===== src/rtl/swch_pkg.sv =====
package swch_pkg;

    localparam int TAG_W  = 3;
    localparam int DATA_W = 8;
    localparam int PKT_W  = TAG_W + DATA_W;
    localparam int RND_W  = 16;

    typedef struct packed {
        logic [TAG_W-1:0]  tag;
        logic [DATA_W-1:0] payload;
    } pkt_t;

    typedef enum logic [1:0] {
        ADM_IDLE,
        ADM_ALL,
        ADM_DRAW,
        ADM_BLOCK
    } adm_e;

    // Next state of the tie-break generator (x^16 + x^14 + x^13 + x^11)
    function automatic logic [RND_W-1:0] rnd_step(input logic [RND_W-1:0] s);
        logic fb;
        fb = s[15] ^ s[13] ^ s[12] ^ s[10];
        return {s[RND_W-2:0], fb};
    endfunction

    // Admission decision for one output queue.
    // req[i]: input i aims at this queue; has1/has2: one / two slots free.
    function automatic logic [1:0] arbitrate(input logic [1:0] req,
                                             input logic       has1,
                                             input logic       has2,
                                             input logic       pick0);
        adm_e       mode;
        logic [1:0] g;
        if (req == 2'b00)
            mode = ADM_IDLE;
        else if (req == 2'b11)
            mode = has2 ? ADM_ALL : (has1 ? ADM_DRAW : ADM_BLOCK);
        else
            mode = has1 ? ADM_ALL : ADM_BLOCK;
        case (mode)
            ADM_ALL:  g = req;
            ADM_DRAW: g = pick0 ? 2'b01 : 2'b10;
            default:  g = 2'b00;
        endcase
        return g;
    endfunction

endpackage


===== src/rtl/swch_lfsr.sv =====
module swch_lfsr
    import swch_pkg::*;
#(
    parameter logic [RND_W-1:0] SEED = 16'hACE1
) (
    input  logic clk,
    input  logic rst,
    output logic pick0
);
    logic [RND_W-1:0] state_q;

    always_ff @(posedge clk) begin
        if (rst)
            state_q <= SEED;
        else
            state_q <= rnd_step(state_q);
    end

    assign pick0 = state_q[0];
endmodule


===== src/rtl/swch_admit.sv =====
module swch_admit
    import swch_pkg::*;
#(
    parameter int CNT_W = 3
) (
    input  logic [1:0]       in_valid,
    input  logic [1:0]       in_dst,
    input  logic [CNT_W-1:0] free0,
    input  logic [CNT_W-1:0] free1,
    input  logic             pick0,
    output logic [1:0]       grant,
    output logic [1:0]       port_hit0,
    output logic [1:0]       port_hit1
);
    logic [3:0] pg;

    genvar p;
    generate
        for (p = 0; p < 2; p++) begin : g_port
            logic [1:0]       req;
            logic [CNT_W-1:0] fr;
            assign fr     = (p == 0) ? free0 : free1;
            assign req[0] = in_valid[0] && (in_dst[0] == p[0]);
            assign req[1] = in_valid[1] && (in_dst[1] == p[0]);
            assign pg[2*p +: 2] = arbitrate(req, fr != '0,
                                            fr >= CNT_W'(2), pick0);
        end
    endgenerate

    assign port_hit0 = pg[1:0];
    assign port_hit1 = pg[3:2];
    assign grant     = pg[1:0] | pg[3:2];
endmodule


===== src/rtl/swch_ofifo.sv =====
module swch_ofifo #(
    parameter int DEPTH = 4,
    parameter int W     = 11,
    localparam int CNT_W = $clog2(DEPTH + 1),
    localparam int PTR_W = (DEPTH > 1) ? $clog2(DEPTH) : 1
) (
    input  logic             clk,
    input  logic             rst,
    input  logic [1:0]       push_n,
    input  logic [W-1:0]     push_a,
    input  logic [W-1:0]     push_b,
    input  logic             pop,
    output logic [W-1:0]     head,
    output logic             nonempty,
    output logic [CNT_W-1:0] occ
);
    logic [W-1:0]     mem [DEPTH];
    logic [PTR_W-1:0] wp_q, rp_q;
    logic [CNT_W-1:0] occ_q;

    function automatic logic [PTR_W-1:0] wrap_add(input logic [PTR_W-1:0] ptr,
                                                  input int step);
        int s;
        s = int'(ptr) + step;
        if (s >= DEPTH) s = s - DEPTH;
        return PTR_W'(s);
    endfunction

    always_ff @(posedge clk) begin
        if (push_n != 2'd0) mem[wp_q] <= push_a;
        if (push_n == 2'd2) mem[wrap_add(wp_q, 1)] <= push_b;
    end

    always_ff @(posedge clk) begin
        if (rst) begin
            wp_q  <= '0;
            rp_q  <= '0;
            occ_q <= '0;
        end else begin
            wp_q  <= wrap_add(wp_q, int'(push_n));
            if (pop) rp_q <= wrap_add(rp_q, 1);
            occ_q <= occ_q + CNT_W'(push_n) - CNT_W'(pop);
        end
    end

    assign head     = mem[rp_q];
    assign nonempty = occ_q != '0;
    assign occ      = occ_q;
endmodule


===== src/rtl/swch2x2.sv =====
module swch2x2
    import swch_pkg::*;
#(
    parameter int               DEPTH     = 4,
    parameter int               STAGE_IDX = 0,
    parameter logic [RND_W-1:0] SEED      = 16'hACE1
) (
    input  logic             clk,
    input  logic             rst,
    input  logic             in0_valid,
    input  logic [PKT_W-1:0] in0_pkt,
    output logic             in0_ready,
    input  logic             in1_valid,
    input  logic [PKT_W-1:0] in1_pkt,
    output logic             in1_ready,
    output logic             out0_valid,
    output logic [PKT_W-1:0] out0_pkt,
    input  logic             out0_ready,
    output logic             out1_valid,
    output logic [PKT_W-1:0] out1_pkt,
    input  logic             out1_ready
);
    localparam int CNT_W   = $clog2(DEPTH + 1);
    localparam int TAG_BIT = TAG_W - 1 - STAGE_IDX;

    pkt_t             pin [2];
    logic [1:0]       dst;
    logic [1:0]       grant;
    logic [1:0]       hit [2];
    logic [CNT_W-1:0] occ [2];
    logic [CNT_W-1:0] free_sl [2];
    logic [1:0]       ovalid;
    logic [1:0]       ordy;
    logic [PKT_W-1:0] ohead [2];
    logic             pick0;

    assign pin[0] = pkt_t'(in0_pkt);
    assign pin[1] = pkt_t'(in1_pkt);
    assign dst[0] = pin[0].tag[TAG_BIT];
    assign dst[1] = pin[1].tag[TAG_BIT];
    assign ordy   = {out1_ready, out0_ready};

    swch_lfsr #(.SEED(SEED)) u_rnd (
        .clk   (clk),
        .rst   (rst),
        .pick0 (pick0)
    );

    swch_admit #(.CNT_W(CNT_W)) u_admit (
        .in_valid  ({in1_valid, in0_valid}),
        .in_dst    (dst),
        .free0     (free_sl[0]),
        .free1     (free_sl[1]),
        .pick0     (pick0),
        .grant     (grant),
        .port_hit0 (hit[0]),
        .port_hit1 (hit[1])
    );

    genvar p;
    generate
        for (p = 0; p < 2; p++) begin : g_q
            logic [1:0]       n;
            logic [PKT_W-1:0] first;
            assign free_sl[p] = CNT_W'(DEPTH) - occ[p];
            assign n     = {1'b0, hit[p][0]} + {1'b0, hit[p][1]};
            assign first = hit[p][0] ? PKT_W'(pin[0]) : PKT_W'(pin[1]);
            swch_ofifo #(.DEPTH(DEPTH), .W(PKT_W)) u_fifo (
                .clk      (clk),
                .rst      (rst),
                .push_n   (n),
                .push_a   (first),
                .push_b   (PKT_W'(pin[1])),
                .pop      (ovalid[p] && ordy[p]),
                .head     (ohead[p]),
                .nonempty (ovalid[p]),
                .occ      (occ[p])
            );
        end
    endgenerate

    assign in0_ready  = grant[0];
    assign in1_ready  = grant[1];
    assign out0_valid = ovalid[0];
    assign out1_valid = ovalid[1];
    assign out0_pkt   = ohead[0];
    assign out1_pkt   = ohead[1];
endmodule


===== config.mk =====
export PLATFORM = sky130hd
export DESIGN_NAME = swch2x2
export DESIGN_NICKNAME = d
export VERILOG_FILES = /design/src/rtl/swch_pkg.sv /design/src/rtl/swch_lfsr.sv /design/src/rtl/swch_admit.sv /design/src/rtl/swch_ofifo.sv /design/src/rtl/swch2x2.sv
export SDC_FILE = /design/constraint.sdc
export NUM_CORES = 1
export LEC_CHECK = 0
export BUFFER_PORTS_ARGS = -buffer_cell sky130_fd_sc_hd__buf_2
export CORE_ASPECT_RATIO = 2
export CORE_MARGIN = 3
export CORE_UTILIZATION = 34
export CTS_CLUSTER_SIZE = 8
export DETAILED_ROUTE_END_ITERATION = 10
export GPL_TIMING_DRIVEN = 1
export SYNTH_ARGS = -nofsm -noshare
export SYNTH_HDL_FRONTEND = slang
export SYNTH_SLANG_ARGS = --single-unit

===== constraint.sdc =====
create_clock -name clk -period 10.45 [get_ports clk]
set_input_delay 1.045 -clock clk [delete_from_list [all_inputs] [get_ports clk]]
set_output_delay 1.045 -clock clk [all_outputs]
set_load 0.01 [all_outputs]

==> results of run 1 <==
[stage by stage]
step | total power (µW) | cells
2_1_floorplan | 1060 | 467
3_3_place_gp | 1210 | 695
3_5_place_dp | 1220 | 695
4_1_cts | 1820 | 727
5_1_grt | 1900 | 727
6_report | 1800 | 727
[routing by layer]
metal / up-vias / wire, µm
li1: 1862 / -
met1: 2014 / 5340
met2: 179 / 8800
met3: 54 / 923
met4: 2 / 660
met5: - / 18
[registers in the layout, summed over array words and instances (netlist names), named ones only]
name,cells
g_q.u_fifo.wp_q,4
g_q.u_fifo.mem,88
u_rnd.state_q,16
g_q.u_fifo.occ,6
g_q.u_fifo.rp_q,4
[final cells by class]
class	count	area, µm²
fill	1653	10700
sequential	122	3320
multi-input combinational	274	2600
clock buffer	25	574
timing repair buffer	59	310
tap	213	267
inverter	27	101
clock inverter	7	45.0
[kinds of logic after synthesis]
logic type	count (synthesis)	synth area share, %
flops	122	53.2
compound gates	118	17.4
simple gates	92	8.59
buf+inv	71	5.24
fa+ha+maj	26	5.44
mux	22	7.93
xor+xnor	16	2.24
[worst max path at each step]
stage           startpoint                      end  slack (ps)  cells past startpoint
2_1_floorplan  in0_pkt[10]  g_q[0].u_fifo.mem[1][0]        6330                     11
3_3_place_gp   in1_pkt[10]  g_q[0].u_fifo.mem[3][9]        5660                     12
3_5_place_dp   in0_pkt[10]  g_q[0].u_fifo.mem[3][4]        5420                     12
4_1_cts        in0_pkt[10]  g_q[0].u_fifo.mem[3][4]        5850                     12
5_1_grt        in1_pkt[10]  g_q[0].u_fifo.mem[3][5]        5510                     12
6_report       in1_pkt[10]  g_q[0].u_fifo.mem[3][9]        5750                     12
[power by group]
part / switching, µW / internal [µW]
Sequential: 50.7 / 610
Clock: 212 / 381
Combinational: 289 / 253
[placed cells by master (no fill, tap or decap), types with 7 or more instances in the layout]
master,n
clkbuf_16,21
mux4_2,22
xnor2_1,11
dfxtp_1,34
nand3_1,10
and3_1,12
o211a_4,9
nor2_1,15
nand3b_1,7
nor2b_1,18
buf_2,53
inv_1,27
or2_2,8
ha_1,24
edfxtp_1,88
a22o_1,85
nand2_1,8
[worst register-to-register path, stage by stage (launching register included)]
cell,delay (ps)
dfxtp_1,330
inv_1,80
ha_1,180
ha_1,370
nor2b_1,200
a21o_1,150
ha_1,160
and2_1,640
o21ai_0,320
inv_1,120
ha_1,260
nand3b_1,520
o211ai_1,820
a22o_1,260
==> flow_metrics.env, run 1 <==
export IMPL_status="completed"
export IMPL_post_dp_cell_area_um2=6600
export IMPL_synth_area_um2=6250
export IMPL_yosysMostFrequentCell="edfxtp_1"
export IMPL_crit_top_cell="ha_1"
export IMPL_timing_hold_ws_ps=412
export IMPL_clock_sinks=122
export IMPL_worstPathCellList="buf_2 -> nor2b_1 -> and3_1 -> a21o_1 -> ha_1 -> and2_1 -> o21ai_0 -> inv_1 -> ha_1 -> nand3b_1 -> o211ai_1 -> a22o_1"
export IMPL_ys_flop_type="edfxtp_1"
export IMPL_grt_ovfl_total=0
export IMPL_antenna_found_initial=1
export IMPL_place_ws_ps=5420
export IMPL_pwr_density_cell_nw_per_um2=249
export IMPL_core_um2=17900
export IMPL_wirelength_um=15700
export IMPL_dp_hpwl_um=11100
export IMPL_grt_max_degree=33
export IMPL_synthArstFlopShare_pct=0
export IMPL_met1_usage_pct=16.6
export IMPL_synth_warning_count=0
export IMPL_via_per_inst=5.65
export IMPL_port_buffers=53
export IMPL_h_tree_depth=4
export IMPL_crit_family="simple AND/OR/NAND/NOR gates"
export IMPL_ff2ff_path_depth=13
export IMPL_die_w_um=102
export IMPL_rsz0062_at_grt="false"
export IMPL_grtUsageMet3_pct=3.70
export IMPL_synth_top_cell_area_share_pct=42.3
export IMPL_die_h_um=198
export IMPL_worstHoldStart="u_rnd.state_q[14]"
export IMPL_p_leak_uw=0.00293
export IMPL_post_cts_buffers=0
export IMPL_cp_slowest_cell="o211ai_1"
export IMPL_cp_end_kind="flip-flop"
export IMPL_diodes=0
export IMPL_cts_repair_resized=0
export IMPL_synth_area_leaders="edfxtp_1 42%, a22o_1 12%, dfxtp_1 11%, mux4_2 7.9%, ha_1 4.8%"
export IMPL_crit_arrival_ps=4970
export IMPL_maxCapViolCount=0
export IMPL_grt_usage_pct=16.3
export IMPL_ys_types=45
export IMPL_hold_violations=0
export IMPL_grt_pass1_vias=4318
export IMPL_start_util_pct=35.0
export IMPL_synth_edf_count=88
export IMPL_num_io_pins=54
export IMPL_fin_crit_sh_pct=44.9
export IMPL_ant_nets=0
export IMPL_timing_final_ws_setup_ps=5750
export IMPL_fin_util_pct=40.4
export IMPL_fin_tns_setup_ps=0
export IMPL_drt_iter0_drc=273
export IMPL_synth_top_area_cell="edfxtp_1"
export IMPL_r2r_slack_ps=5900
export IMPL_fin_area_um2=7220
export IMPL_worst_clock_skew_ps=4.45
export IMPL_cts_tree="built"
export IMPL_synth_seq_area_share_pct=53.2
export IMPL_dieArea_um2=20100
export IMPL_setup_violations=0
export IMPL_clk_pin_slew_ps=50
export IMPL_path_buf_inv=2
export IMPL_reg2reg_to="g_q[0].u_fifo.mem[3][9]"
export IMPL_firstDrtPassIters=5
export IMPL_syn_avg_cell_area_um2=13.4
export IMPL_min_to="u_rnd.state_q[15]"
export IMPL_tightest_slew_ps=1230
export IMPL_grt_busiest_layer="met2"
export IMPL_cp_max_fo=16
export IMPL_hold_path_depth=1
export IMPL_fin_crit_ps=4700
export IMPL_grt_first_pass_wirelength_um=24100
export IMPL_clock_latency_ps=410
export IMPL_clockBufferDepth=2
export IMPL_worstPathRequired_ps=10720
export IMPL_root_buffer="clkbuf_16"
export IMPL_finalWeightedCongestion=0.826
export IMPL_worstSetupPathType="primary input to flip-flop"
export IMPL_max_slew_margin_rel_pct=17.3
export IMPL_max_vdd_ir_drop_mv=0.133
export IMPL_vias=4111
export IMPL_final_nets=555
export IMPL_synthTopCellsByCount="88 x edfxtp_1, 85 x a22o_1, 34 x dfxtp_1"
export IMPL_hp_class="flip-flop to flip-flop"
export IMPL_ctsHoldBuffers=0
export IMPL_numCtsBuffers=17
export IMPL_r2r_start="g_q[0].u_fifo.occ[1]"
export IMPL_wl_per_cell_um=21.7
export IMPL_max_freq_ghz=0.213
export IMPL_post_route_drc_count=0
export IMPL_slowest_delay_ps=820
export IMPL_syn_num_nets=521
export IMPL_syn2layout_area_growth_pct=15.5
export IMPL_num_rows=69
export IMPL_start_kind="primary input"
export IMPL_synthCells=467
export IMPL_drv_slew=0
export IMPL_ys_seq_elements=122
export IMPL_drive_above_1_share_pct=26.1
export IMPL_grt_use_met2_pct=29.9
No activity file was read; power rests on OpenSTA's default activity.
==> run 2, diff against run 1 <==
--- a/config.mk
+++ b/config.mk
@@ -5,6 +5,7 @@
 export SDC_FILE = /design/constraint.sdc
 export NUM_CORES = 1
 export LEC_CHECK = 0
+export ABC_AREA = 1
 export BUFFER_PORTS_ARGS = -buffer_cell sky130_fd_sc_hd__buf_2
 export CORE_ASPECT_RATIO = 2
 export CORE_MARGIN = 3
==> constraint.sdc (replaced) <==
create_clock -name clk -period 4.1 [get_ports clk]
set_input_delay 0.41 -clock clk [delete_from_list [all_inputs] [get_ports clk]]
set_output_delay 0.41 -clock clk [all_outputs]
set_load 0.01 [all_outputs]
==> flow_metrics.env, run 2 <==
export IMPL_syn_num_nets=868
export IMPL_num_fill_cells=1982
export IMPL_wl_per_cell_um=16.9
export IMPL_path_buf_inv=6
export IMPL_syn2layout_area_growth_pct=14.5
export IMPL_synth_area_um2=6860
export IMPL_finalNonFillerCells=1127
export IMPL_drive_above_1_share_pct=17.4
export IMPL_worst_clock_skew_ps=8.44
export IMPL_ctsHoldBuffers=0
export IMPL_cp_slowest_cell="o31ai_1"
export IMPL_pwr_density_cell_nw_per_um2=553
export IMPL_core_um2=19500
export IMPL_fin_crit_ps=3670
export IMPL_synthCells=814
export IMPL_cts_repair_resized=0
export IMPL_final_cell_mix="211 x nand2_1, 105 x nand3_1, 88 x edfxtp_1, 80 x inv_1, 75 x nor2_1"
export IMPL_max_slew_margin_rel_pct=26.3
export IMPL_slowest_delay_ps=920
export IMPL_ys_seq_elements=122
export IMPL_yosysMostFrequentCell="nand2_1"
export IMPL_via_per_inst=5.06
export IMPL_fin_area_um2=7860
export IMPL_status="completed"
export IMPL_dp_hpwl_um=13900
export IMPL_synth_warning_count=0
export IMPL_ys_flop_type="edfxtp_1"
export IMPL_start_kind="flip-flop"
export IMPL_final_common_cell="nand2_1"
export IMPL_fin_crit_sh_pct=89.4
export IMPL_crit_arrival_ps=3800
export IMPL_worstPathRequired_ps=4230
export IMPL_wirelength_um=19100
export IMPL_synthArstFlopShare_pct=0
export IMPL_dieArea_um2=22000
export IMPL_ys_types=30
export IMPL_cp_end_kind="flip-flop"
export IMPL_firstDrtPassIters=5
export IMPL_grt_usage_pct=17.8
export IMPL_post_dp_cell_area_um2=7290
export IMPL_grt_max_degree=28
export IMPL_power_total_uw=4350
export IMPL_drv_slew=0
export IMPL_vias=5699
export IMPL_clock_latency_ps=420
export IMPL_die_h_um=207
export IMPL_antenna_found_initial=0
export IMPL_post_route_drc_count=0
export IMPL_max_vdd_ir_drop_mv=0.295
export IMPL_maxCapViolCount=0
export IMPL_worstPathCellList="inv_1 -> ha_1 -> ha_1 -> nand2_1 -> inv_1 -> nand2_1 -> o21ai_0 -> inv_1 -> ha_1 -> inv_1 -> buf_4 -> nand2_2 -> ha_1 -> o31ai_1 -> buf_4"
export IMPL_tightest_slew_ps=1100
export IMPL_final_nets=909
export IMPL_fin_tns_setup_ps=0
export IMPL_port_buffers=53
export IMPL_worstSetupPathType="flip-flop to flip-flop"
export IMPL_numCtsBuffers=17
export IMPL_num_io_pins=54
export IMPL_h_tree_depth=4
export IMPL_diodes=0
export IMPL_post_cts_buffers=0
export IMPL_crit_family="compound AO/OA/AOI/OAI gates"
export IMPL_clockBufferDepth=2
export IMPL_setup_violations=0
export IMPL_hold_violations=0
export IMPL_rsz0062_at_grt="false"
export IMPL_cts_tree="built"
export IMPL_finalWeightedCongestion=0.882
export IMPL_max_freq_ghz=0.273
export IMPL_p_leak_uw=0.00349
export IMPL_synth_edf_count=88
export IMPL_synth_area_leaders="edfxtp_1 39%, nand2_1 12%, dfxtp_1 9.9%, nand3_1 7.7%, ha_1 4.4%"
export IMPL_regMostFlops="g_q.u_fifo.mem"
export IMPL_synth_top_area_cell="edfxtp_1"
export IMPL_grt_pass1_vias=5738
export IMPL_num_rows=72
export IMPL_clk_pin_slew_ps=60
export IMPL_fin_util_pct=40.2
export IMPL_synth_top_cell_area_share_pct=38.5
export IMPL_drt_iter0_drc=358
export IMPL_clock_sinks=122
export IMPL_die_w_um=106
export IMPL_dp_cells=1095
export IMPL_ant_nets=0
export IMPL_root_buffer="clkbuf_16"
export IMPL_hp_class="flip-flop to flip-flop"
export IMPL_cp_max_fo=12
export IMPL_largest_reg_flops=88
export IMPL_synthTopCellsByCount="211 x nand2_1, 105 x nand3_1, 88 x edfxtp_1"
export IMPL_grt_first_pass_wirelength_um=29400
export IMPL_synth_seq_area_share_pct=48.4
export IMPL_start_util_pct=35.1
export IMPL_grt_ovfl_total=0
export IMPL_syn_avg_cell_area_um2=8.43
## run 2: logic make-up (layout without fill, tap and decap cells)
| family | Yosys count | count (layout) | share of synthesized area, % |
|---|---|---|---|
| AOI/OAI and AO/OA | 87 | 87 | 7.06 |
| xor gates and xnor gates | 6 | 6 | 0.766 |
| adders and majority gates | 26 | 26 | 4.96 |
| buffers and inverters | 135 | 189 | 8.95 |
| DFF | 122 | 122 | 48.4 |
| and+or+nand+nor | 438 | 438 | 29.8 |
## run 2: routing by layer
| metal | global-route usage, % | vias up | part of all wire [%] |
|---|---|---|---|
| met3 | 3.58 | 80 | 5.3 |
| met2 | 33.4 | 222 | 53 |
| met5 | 0 | - | 0 |
| met4 | 11.9 | 0 | 6.7 |
| met1 | 17.3 | 2636 | 34 |
| li1 | - | 2761 | - |
## run 2: layout make-up
class | instances | area, µm² | share of cell area, %
inverter | 87 | 327 | 4.15
sequential | 122 | 3320 | 42.3
multi-input combinational | 557 | 2930 | 37.2
timing repair buffer | 70 | 393 | 5.00
clock inverter | 12 | 87.6 | 1.11
clock buffer | 20 | 480 | 6.11
tap | 259 | 324 | 4.12
## run 2: worst paths after layout
kind / cells past startpoint / from / slack (ps) / end
worst max-delay path: 15 / g_q[1].u_fifo.occ[0] / 430 / g_q[1].u_fifo.mem[1][4]
worst min-delay path: 2 / u_rnd.state_q[11] / 410 / u_rnd.state_q[12]
worst max register to register: 15 / g_q[1].u_fifo.occ[0] / 430 / g_q[1].u_fifo.mem[1][4]
worst min register to register: 2 / u_rnd.state_q[11] / 410 / u_rnd.state_q[12]
## run 2: worst register-to-register path, cell delays in order (launching register included)
cell and delay (ps):
dfxtp_1 310, inv_1 80, ha_1 200, ha_1 290, nand2_1 50, inv_1 60
nand2_1 40, o21ai_0 200, inv_1 70, ha_1 280, inv_1 70, buf_4 170
nand2_2 70, ha_1 250, o31ai_1 920, buf_4 310
## run 2: power by group
part	internal, µW	switching [µW]
sequential	1510	86.4
clock	849	574
combinational	457	878
## run 2: metrics by stage
stage | hold slack [ps] | setup slack [ps]
6_report | 407 | 435
5_1_grt | 421 | 34.1
4_1_cts | 410 | 448
3_5_place_dp | 396 | 481
3_3_place_gp | 391 | 596
2_1_floorplan | 388 | 423
